**src/rtl/txr_pkg.sv**
```systemverilog
package txr_pkg;
  typedef enum logic [3:0] {
    S_IDLE, S_RDFLAG, S_CHKF, S_RDLEN, S_GETLEN, S_FETCH, S_EMIT,
    S_WBMISC, S_WBFLAG, S_BERR1, S_BERR2
  } txr_state_e;

  localparam int F_ENP = 0, F_STP = 1, F_DEF = 2, F_ONE = 3, F_MORE = 4, F_ERR = 6, F_OWN = 7;
  localparam int M_RTRY = 10, M_UFLO = 14, M_BUFF = 15;
  localparam logic [1:0] COL_ONE = 2'd1, COL_MORE = 2'd2, COL_FAIL = 2'd3;

  // byte count held negated in the descriptor
  function automatic logic [15:0] byte_count(input logic [15:0] w);
    return ~w + 16'd1;
  endfunction

  function automatic logic [15:0] desc_word(input logic [15:0] base, input logic [6:0] idx,
                                            input logic [1:0] w);
    return base + {7'd0, idx, 2'b00} + {14'd0, w};
  endfunction

  function automatic logic [6:0] next_idx(input logic [6:0] idx, input logic [2:0] lg);
    logic [7:0] mask;
    mask = (8'd1 << lg) - 8'd1;
    return (idx + 7'd1) & mask[6:0];
  endfunction

  function automatic logic [7:0] done_flag(input logic [7:0] f, input logic uflo,
                                           input logic [1:0] col, input logic dfr);
    logic [7:0] r;
    r = f & 8'h03;
    if (uflo) r[F_ERR] = 1'b1;
    else if (f[F_ENP]) begin
      r[F_DEF]  = dfr;
      r[F_ONE]  = (col == COL_ONE);
      r[F_MORE] = (col == COL_MORE);
      r[F_ERR]  = (col == COL_FAIL);
    end
    return r;
  endfunction

  function automatic logic [15:0] done_misc(input logic enp, input logic uflo, input logic [1:0] col);
    logic [15:0] r;
    r = 16'd0;
    r[M_UFLO] = uflo;
    r[M_RTRY] = enp && !uflo && (col == COL_FAIL);
    return r;
  endfunction
endpackage

```
**src/rtl/txr_poll_timer.sv**
```systemverilog
module txr_poll_timer #(
  parameter int PERIOD = 1000
) (
  input  logic clk,
  input  logic rst_n,
  input  logic en,
  output logic tick
);
  localparam int CW = $clog2(PERIOD + 1);
  logic [CW-1:0] cnt;

  assign tick = en && (cnt == CW'(PERIOD - 1));

  always_ff @(posedge clk or negedge rst_n) begin
    if (!rst_n) cnt <= '0;
    else if (!en || tick) cnt <= '0;
    else cnt <= cnt + 1'b1;
  end
endmodule

```
**src/rtl/txr_ring_ptr.sv**
```systemverilog
module txr_ring_ptr
  import txr_pkg::*;
(
  input  logic       clk,
  input  logic       rst_n,
  input  logic       init,
  input  logic [2:0] log2_in,
  input  logic       adv,
  output logic [6:0] idx,
  output logic [2:0] log2_q
);
  always_ff @(posedge clk or negedge rst_n) begin
    if (!rst_n) begin
      idx    <= '0;
      log2_q <= '0;
    end else if (init) begin
      idx    <= '0;
      log2_q <= log2_in;
    end else if (adv) begin
      idx <= next_idx(idx, log2_q);
    end
  end
endmodule

```
**src/rtl/txdesc_ring_engine.sv**
```systemverilog
module txdesc_ring_engine
  import txr_pkg::*;
#(
  parameter int AW          = 10,
  parameter int POLL_CYCLES = 1000
) (
  input  logic          clk,
  input  logic          rst_n,
  input  logic          init_req,
  input  logic [AW-1:0] ring_base,
  input  logic [7:0]    ring_len,
  input  logic          tx_demand,
  input  logic [1:0]    col_outcome,
  input  logic          deferred_in,
  input  logic          underflow_in,
  output logic [AW-1:0] mem_addr,
  output logic          mem_rd,
  output logic          mem_wr,
  output logic [15:0]   mem_wdata,
  input  logic [15:0]   mem_rdata,
  output logic          tx_valid,
  output logic [7:0]    tx_byte,
  output logic          tx_irq
);
  localparam logic [15:0] BUFF_WORD = 16'd1 << M_BUFF;
  localparam logic [15:0] ERR_IN_FW = 16'd1 << (8 + F_ERR);

  txr_state_e    state;
  logic          tx_on, in_frame, uflo_r;
  logic [AW-1:0] base_r;
  logic [7:0]    flag, hi;
  logic [15:0]   ptr, cnt, fw_r, prev_fw;
  logic [6:0]    idx, prev_idx, desc_idx;
  logic [2:0]    lg;
  logic          poll_tick, adv;

  // named events for the checker
  logic ev_flag_wr, ev_misc_wr, ev_uflo_stop;
  assign ev_flag_wr   = (state == S_WBFLAG) || (state == S_BERR2);
  assign ev_misc_wr   = (state == S_WBMISC) || (state == S_BERR1);
  assign ev_uflo_stop = (state == S_WBFLAG) && uflo_r;
  assign adv          = (state == S_WBFLAG);

  txr_ring_ptr u_ptr (
    .clk(clk), .rst_n(rst_n), .init(init_req), .log2_in(ring_len[7:5]),
    .adv(adv), .idx(idx), .log2_q(lg)
  );

  txr_poll_timer #(.PERIOD(POLL_CYCLES)) u_poll (
    .clk(clk), .rst_n(rst_n), .en(tx_on), .tick(poll_tick)
  );

  function automatic logic [AW-1:0] daddr(input logic [6:0] i, input logic [1:0] w);
    return AW'(desc_word(16'(base_r), i, w));
  endfunction

  always_comb begin
    desc_idx  = (state == S_BERR1 || state == S_BERR2) ? prev_idx : idx;
    mem_rd    = 1'b0;
    mem_wr    = 1'b0;
    mem_addr  = '0;
    mem_wdata = '0;
    tx_valid  = 1'b0;
    tx_byte   = 8'd0;
    case (state)
      S_RDFLAG: begin mem_rd = 1'b1; mem_addr = daddr(desc_idx, 2'd1); end
      S_CHKF: if (mem_rdata[8 + F_OWN]) begin mem_rd = 1'b1; mem_addr = daddr(desc_idx, 2'd0); end
      S_RDLEN:  begin mem_rd = 1'b1; mem_addr = daddr(desc_idx, 2'd2); end
      S_FETCH:  begin mem_rd = 1'b1; mem_addr = ptr[AW:1]; end
      S_EMIT:   begin tx_valid = 1'b1; tx_byte = ptr[0] ? mem_rdata[7:0] : mem_rdata[15:8]; end
      S_WBMISC: begin
        mem_wr = 1'b1; mem_addr = daddr(desc_idx, 2'd3);
        mem_wdata = done_misc(flag[F_ENP], uflo_r, col_outcome);
      end
      S_WBFLAG: begin mem_wr = 1'b1; mem_addr = daddr(desc_idx, 2'd1); mem_wdata = fw_r; end
      S_BERR1:  begin mem_wr = 1'b1; mem_addr = daddr(desc_idx, 2'd3); mem_wdata = BUFF_WORD; end
      S_BERR2:  begin mem_wr = 1'b1; mem_addr = daddr(desc_idx, 2'd1); mem_wdata = prev_fw | ERR_IN_FW; end
      default: ;
    endcase
  end

  always_ff @(posedge clk or negedge rst_n) begin
    if (!rst_n) begin
      state <= S_IDLE; tx_on <= 1'b0; in_frame <= 1'b0; uflo_r <= 1'b0;
      base_r <= '0; flag <= '0; hi <= '0; ptr <= '0; cnt <= '0;
      fw_r <= '0; prev_fw <= '0; prev_idx <= '0;
    end else if (init_req) begin
      state <= S_IDLE; tx_on <= 1'b1; in_frame <= 1'b0; uflo_r <= 1'b0;
      base_r <= ring_base;
    end else begin
      case (state)
        S_IDLE:   if (tx_on && (tx_demand || poll_tick)) state <= S_RDFLAG;
        S_RDFLAG: state <= S_CHKF;
        S_CHKF: begin
          if (mem_rdata[8 + F_OWN]) begin
            flag   <= mem_rdata[15:8];
            hi     <= mem_rdata[7:0];
            uflo_r <= 1'b0;
            state  <= S_RDLEN;
          end else begin
            state <= in_frame ? S_BERR1 : S_IDLE;
          end
        end
        S_RDLEN: begin ptr <= mem_rdata; state <= S_GETLEN; end
        S_GETLEN: begin
          cnt   <= byte_count(mem_rdata);
          state <= (byte_count(mem_rdata) == 16'd0) ? S_WBMISC : S_FETCH;
        end
        S_FETCH: state <= S_EMIT;
        S_EMIT: begin
          ptr <= ptr + 16'd1;
          cnt <= cnt - 16'd1;
          if (underflow_in) begin
            uflo_r <= 1'b1;
            state  <= S_WBMISC;
          end else begin
            state <= (cnt == 16'd1) ? S_WBMISC : S_FETCH;
          end
        end
        S_WBMISC: begin
          fw_r  <= {done_flag(flag, uflo_r, col_outcome, deferred_in), hi};
          state <= S_WBFLAG;
        end
        S_WBFLAG: begin
          prev_idx <= idx;
          prev_fw  <= fw_r;
          in_frame <= !flag[F_ENP] && !uflo_r;
          if (uflo_r) begin
            tx_on <= 1'b0;
            state <= S_IDLE;
          end else begin
            state <= S_RDFLAG;
          end
        end
        S_BERR1: state <= S_BERR2;
        S_BERR2: begin in_frame <= 1'b0; state <= S_IDLE; end
        default: state <= S_IDLE;
      endcase
    end
  end

  always_ff @(posedge clk or negedge rst_n) begin
    if (!rst_n) tx_irq <= 1'b0;
    else tx_irq <= ev_flag_wr;
  end
endmodule

```
**config.mk**
```make
export PLATFORM = sky130hd
export DESIGN_NAME = txdesc_ring_engine
export DESIGN_NICKNAME = d
export VERILOG_FILES = /design/src/rtl/txr_pkg.sv /design/src/rtl/txr_poll_timer.sv /design/src/rtl/txr_ring_ptr.sv /design/src/rtl/txdesc_ring_engine.sv
export SDC_FILE = /design/constraint.sdc
export NUM_CORES = 1
export LEC_CHECK = 0
export BUFFER_PORTS_ARGS = -buffer_cell sky130_fd_sc_hd__buf_2
export CAP_MARGIN = 20
export CORE_MARGIN = 1
export CORE_UTILIZATION = 60
export CTS_CLUSTER_DIAMETER = 80
export CTS_CLUSTER_SIZE = 24
export DETAILED_ROUTE_END_ITERATION = 7
export GPL_TIMING_DRIVEN = 0
export PLACE_DENSITY_LB_ADDON = 0.15
export SETUP_SLACK_MARGIN = 0.15
export SYNTH_ARGS = -nofsm -noshare
export SYNTH_HDL_FRONTEND = slang
export SYNTH_SLANG_ARGS = --single-unit
```
**constraint.sdc**
```tcl
create_clock -name clk -period 9.25 [get_ports clk]
set_input_delay 0.4625 -clock clk [delete_from_list [all_inputs] [get_ports clk]]
set_output_delay 0.4625 -clock clk [all_outputs]
set_load 0.02 [all_outputs]
```
# Yosys cells after proc, flatten, opt, wreduce, memory -nomap -nowiden
# Cells that the tools add are included.
[word_totals]
register_bits = 114
latchBits = 0
ram_bits = 0
mem_bits_ro = 0
out_inout_bits = 38
elab_cells = 116
mem_count = 0
[op_classes]
add_sub_neg = 10
n_mul = 0
n_div = 0
n_lt_le_gt_ge = 0
eq_ne = 18
shift = 1
muxes = 37
n_bitwise = 3
n_reduce_logical = 31
[op_table]
columns = ["op", "count"]
rows = [
  ["$pmux W16 S2", 2],
  ["$pmux W16 S4", 1],
  ["$pmux W10 S5", 1],
  ["$pmux W4 S10", 1],
  ["$add A16 B1 Y16 const B", 2],
  ["$mux W7", 3],
  ["$add A10 B1 Y10 const B", 2],
  ["$add A10 B2 Y10 const B", 2],
  ["$mux W10", 2],
  ["$eq A16 B1 Y1 const B", 1],
  ["$eq A4 B3 Y1 const B", 4],
  ["$logic_not A16 Y1", 1],
  ["$mux W4", 4],
  ["$mux W8", 2],
  ["$not A16 Y16", 1],
  ["$sub A16 B1 Y16 const B", 1],
  ["$mux W1", 13],
  ["$eq A4 B4 Y1 const B", 3],
  ["$add A10 B9 Y10", 1],
  ["$eq A10 B10 Y1 const B", 1],
  ["$reduce_and A2 Y1", 5],
  ["$ne A3 B3 Y1 const B", 3],
  ["$eq A4 B2 Y1 const B", 2],
  ["$reduce_bool A2 Y1", 4],
  ["other kinds (20)", 38],
]

# Depth between registers and ports, before layout
[logic_depth]
word_depth = 7
mapped_depth = 16

# By module
# A second synthesis with hierarchy kept.
[hier_totals]
cells_unflattened = 769
area_unflattened_um2 = 6947.9
[modules_own_cells]
columns = ["module", "instances", "cells_each", "area_per_inst_um2"]
rows = [
  ["txdesc_ring_engine", 1, 658, 5826.8],
  ["txr_ring_ptr", 1, 61, 598.1],
  ["txr_poll_timer", 1, 50, 523.0],
]

# Least setup slack after synthesis
# No wires, ideal clock.
[synth_path]
path_kind = "register to output"
startpoint = "register state[1]"
endpoint = "output port mem_addr[9]"
t_arrival_ps = 4379
slack_ps = 4409
stages_incl_launch_ff = 17
n_path_buf = 2
path_cell_list = "dfrtp_1 -> clkbuf_1 -> inv_1 -> clkbuf_1 -> nand2_1 -> nor2_1 -> nor2_1 -> mux2_2 -> ha_1 -> fa_1 -> a211o_1 -> a2111o_1 -> o311ai_2 -> or4b_4 -> a211oi_1 -> nor3b_1 -> a211o_1"
[synth_between]
elab_chain_len = 6
elab_cells_between_ends = 18
[synth_rtl]
columns = ["item", "line", "rtl"]
rows = [
  ["start, declared", "txdesc_ring_engine.sv:28", "txr_state_e state;"],
  ["start signal, assigned", "txdesc_ring_engine.sv:101", "state <= in_frame ? S_BERR1 : S_IDLE;"],
  ["start signal, assigned", "txdesc_ring_engine.sv:107", "state <= (byte_count(mem_rdata) == 16'd0) ? S_WBMISC : S_FETCH;"],
  ["start signal, assigned", "txdesc_ring_engine.sv:117", "state <= (cnt == 16'd1) ? S_WBMISC : S_FETCH;"],
  ["$eq A4 B4 Y1", "txdesc_ring_engine.sv:58, txdesc_ring_engine.sv:65", ""],
  ["$logic_or A1 B1 Y1", "txdesc_ring_engine.sv:58", "desc_idx = (state == S_BERR1 || state == S_BERR2) ? prev_idx : idx;"],
  ["$mux W7", "txdesc_ring_engine.sv:58", ""],
  ["$add A10 B9 Y10", "txr_pkg.sv:18", "return base + {7'd0, idx, 2'b00} + {14'd0, w};"],
  ["$add A10 B1 Y10 (tied with other cells)", "txr_pkg.sv:18", ""],
  ["$pmux W10 S5 (*)", "txdesc_ring_engine.sv:65", "case (state)"],
  ["end, declared", "txdesc_ring_engine.sv:16", "output logic [AW-1:0] mem_addr,"],
]
# Mark *: on every way between the ends. The rest lies on a longest branch, timed or not.

# Final worst setup path
# Same ends and word-level chain as after synthesis.

==> results.md <==
* Floorplan Core Area at 10,900 sq um
* Kind of critical path: reg -> out
* Final total negative setup slack at 0 ps
* Crit. Startpoint: state[1]
* Initial Util at 61.9%
* Leakage power figure at 0.00339 uW
* Final Util at 69.6%
* Critical path data required time at 8790 ps
* Cts bufs inserted at 9
* Number of slew-limit violations in the final report at 0
* Worst slew slack as a fraction of its limit at 27.2%
* Final WL at between 15,000 and 20,000 microns
* Antenna cells at 0
* Finished Layout Cells at ~970
* Area grow syn2layout at 12.5%
* Overall die area at about 12,000 sq um
* Aggregate global routing overflow at 0
* Nets in the synthesized netlist at approximately 800
* Post-CTS repair timing setup buffer count at 0
* Nature of the critical path endpoint: output port
* ANT nets after route at 0
* Fillers at 896
* Number of levels in the clock H-tree at 3
* Register-to-register setup slack at approximately 6600 ps
* Antenna violations before repair at 0
* Launch instance of the worst register-to-register path: state[1]
* F_max at between 150 and 200 MHz
* Final Wtd Congestion at 0.911
* Post-synthesis cell area at 6770 sq um
* Pin count of the biggest net entering global routing at 58
* Maximum number of buffers from clock root to sink at 2
* Final cycle utilization of the critical path at 63.9%
* Router iterations before antenna repair at 5
* # Max-Cap Violations at 0
* Sum of internal, switching and leakage power at 1360 uW
* Number of buffers added to fix hold violations after cts at 0
* Final min period at between 5000 and 6000 ps
* Maximum fanout along the worst path at 10
* Clock sink total at 109
* Gate count after technology mapping at 744
* Count of endpoints failing setup in the final report at 0
* Power density over the cells at 178 nW/um^2
* Buffers added on ports at 65
* Critical path endpoint: mem_addr[9]
* Clock tree from TritonCTS: built
* Root Buffer Master: sky130_fd_sc_hd__clkbuf_16
* Async set or reset register ratio after synthesis at 100%
* Largest clock skew in the final design at about 11 ps
* Number of enable-type register cells in the synthesized netlist at 0
* Clock latency on the worst-skew pair at 360 ps
* Proportion of layout cells with a drive suffix above 1 at 18.5%
* Unique masters post-synth at 65
* Critical Path Start Type: flip-flop
* Critical path arrival at 5450 ps
* RSZ-0062 raised after global routing: false
* Warning count from the yosys run at 0
* Max rail drop VDD at 0.187 mV
* Routed length per placed instance at 18.8 microns
* Number of global-route vias before repair at 5,766
* FF-to-FF End: ptr[8]
* Number of nets in the final layout at just under 900
* Std cell rows at 38
* Logic depth of the worst register-to-register path at 9
* Count of vias placed by the detailed router at 6,211
* Final hold viol count at 0
* Syn_area_per_cell at 9.10 sq um
* Post-detail-place hpwl at 13,200 microns
* Global-route wire length before repair at 28,900 microns
* PostCTS Resize Cnt at 0
* DR vias/cell at roughly 6.4
* Detailed-route DRC error count at 0
* Chip width at 108 microns
* Number of placed I/O pins at 80
* Primary FF master, synth: sky130_fd_sc_hd__dfrtp_1
* Total of flip-flops plus latches after synthesis at 109
* Hold WC Path Type: in -> async
* Clock-pin slew on the worst setup and hold paths at approximately 70 ps
* Number of placed instances with taps included at 951
* Number of violations reported at the end of detailed-routing iteration 0 at roughly 620
* Global-route usage over all layers at between 30% and 40%
* Outcome: finished clean
* Sequential fraction of the synthesis area at a little over 40%
* Transition time at the pin with the least slew margin at 1080 ps
* Die height at 108 microns
how the worst min path moves through the flow:
stage                    endpoint           from  slack, ps  cells past startpoint
finish              u_poll.cnt[9]          rst_n        150                      1
CTS                 u_poll.cnt[9]          rst_n        170                      1
global placement    u_poll.cnt[0]  u_poll.cnt[0]        440                      1
detailed placement  u_poll.cnt[0]  u_poll.cnt[0]        460                      1
floorplan               base_r[0]          rst_n        170                      0
global route        u_poll.cnt[9]          rst_n        200                      1
cell usage after synthesis (all sizes together) (12+ instances only):
master / instances / area share (%)
nor2: 66 / 3.7
a21oi: 51 / 3.8
o21ai: 60 / 4.4
nand2: 60 / 3.3
nand3: 24 / 1.8
xor2: 22 / 2.8
clkbuf: 41 / 2.3
and3: 12 / 1.1
o22ai: 17 / 1.6
mux2: 57 / 9.5
inv: 18 / 1.0
ha: 16 / 3.0
nor3: 23 / 1.7
dfrtp: 109 / 40
sequential cells by signal (all words and copies together), names as in the netlist:
register      count
base_r           10
cnt              16
flag              2
fw_r             14
hi                8
in_frame          1
prev_fw          13
prev_idx          7
ptr              11
state             4
tx_irq            1
tx_on             1
u_poll.cnt       10
u_ptr.idx         7
u_ptr.log2_q      3
uflo_r            1
cell usage in the layout (no fill, tap or decap), types with 16 or more instances in the layout:
cell type,instances
sky130_fd_sc_hd__mux2_2,57
sky130_fd_sc_hd__clkbuf_1,40
sky130_fd_sc_hd__o21ai_0,60
sky130_fd_sc_hd__inv_1,18
sky130_fd_sc_hd__a21oi_1,51
sky130_fd_sc_hd__nor2_1,66
sky130_fd_sc_hd__nor3_1,23
sky130_fd_sc_hd__ha_1,16
sky130_fd_sc_hd__nand2_1,60
sky130_fd_sc_hd__dfrtp_1,109
sky130_fd_sc_hd__o22ai_1,17
sky130_fd_sc_hd__nand3_1,24
sky130_fd_sc_hd__buf_2,65
sky130_fd_sc_hd__xor2_1,22
cell families (layout without fill, tap and decap cells):
group           after synthesis  in the layout  synth area share [%]
compound gates              198            198                  18.4
mux                          68             68                  11.1
other cells                   1              1                0.0554
flops                       109            109                  40.3
fa+ha+maj                    18             18                  3.55
buf+inv                      63            146                  3.58
simple gates                255            255                  18.8
xor+xnor                     32             32                  4.14
routing by layer:
layer,share of wire (%),vias up,track usage [%]
met4,1.7,0,9.49
met1,44,2992,44.7
met3,8.8,26,8.14
li1,-,2870,-
met5,0,-,0
met2,45,323,50.0
stage by stage:
stage / instance area, sq um / hold slack, ps / worst slack (ps)
floorplan: 6770 / 167 / 4410
CTS: 7610 / 172 / 3420
detailed placement: 7310 / 455 / 3840
global placement: 7270 / 442 / 3920
global route: 7610 / 196 / 3130
finish: 7610 / 145 / 3340
power by group:
part | internal [uW] | switching (uW) | leakage (uW)
Combinational | 124 | 180 | 0.00183
Sequential | 565 | 86.3 | 0.00141
Clock | 215 | 187 | 0.000154
Total | 904 | 454 | 0.00339
critical path, stage by stage (launching register included):
cell and delay (ps):
sky130_fd_sc_hd__dfrtp_1 330, sky130_fd_sc_hd__clkbuf_1 320, sky130_fd_sc_hd__inv_1 100, sky130_fd_sc_hd__clkbuf_1 300, sky130_fd_sc_hd__nand2_1 270, sky130_fd_sc_hd__nor2_1 110, sky130_fd_sc_hd__nor2_1 480, sky130_fd_sc_hd__mux2_2 420
sky130_fd_sc_hd__ha_1 220, sky130_fd_sc_hd__fa_1 420, sky130_fd_sc_hd__a211o_1 320, sky130_fd_sc_hd__a2111o_1 400, sky130_fd_sc_hd__o311ai_2 120, sky130_fd_sc_hd__or4b_4 520, sky130_fd_sc_hd__a211oi_1 220, sky130_fd_sc_hd__nor3b_1 80
sky130_fd_sc_hd__a211o_1 290, sky130_fd_sc_hd__buf_2 160
layout make-up:
type,count,area [sq um],share of cell area (%)
clock buffer,9,225,2.96
buffer,44,171,2.25
sequential,109,2730,35.8
clock inverter,7,80.1,1.05
multi-input combinational,572,3800,49.9
inverter,19,71.3,0.937
tap,140,175,2.30
timing repair buffer,67,363,4.77
No activity file was read; power rests on OpenSTA's default activity.
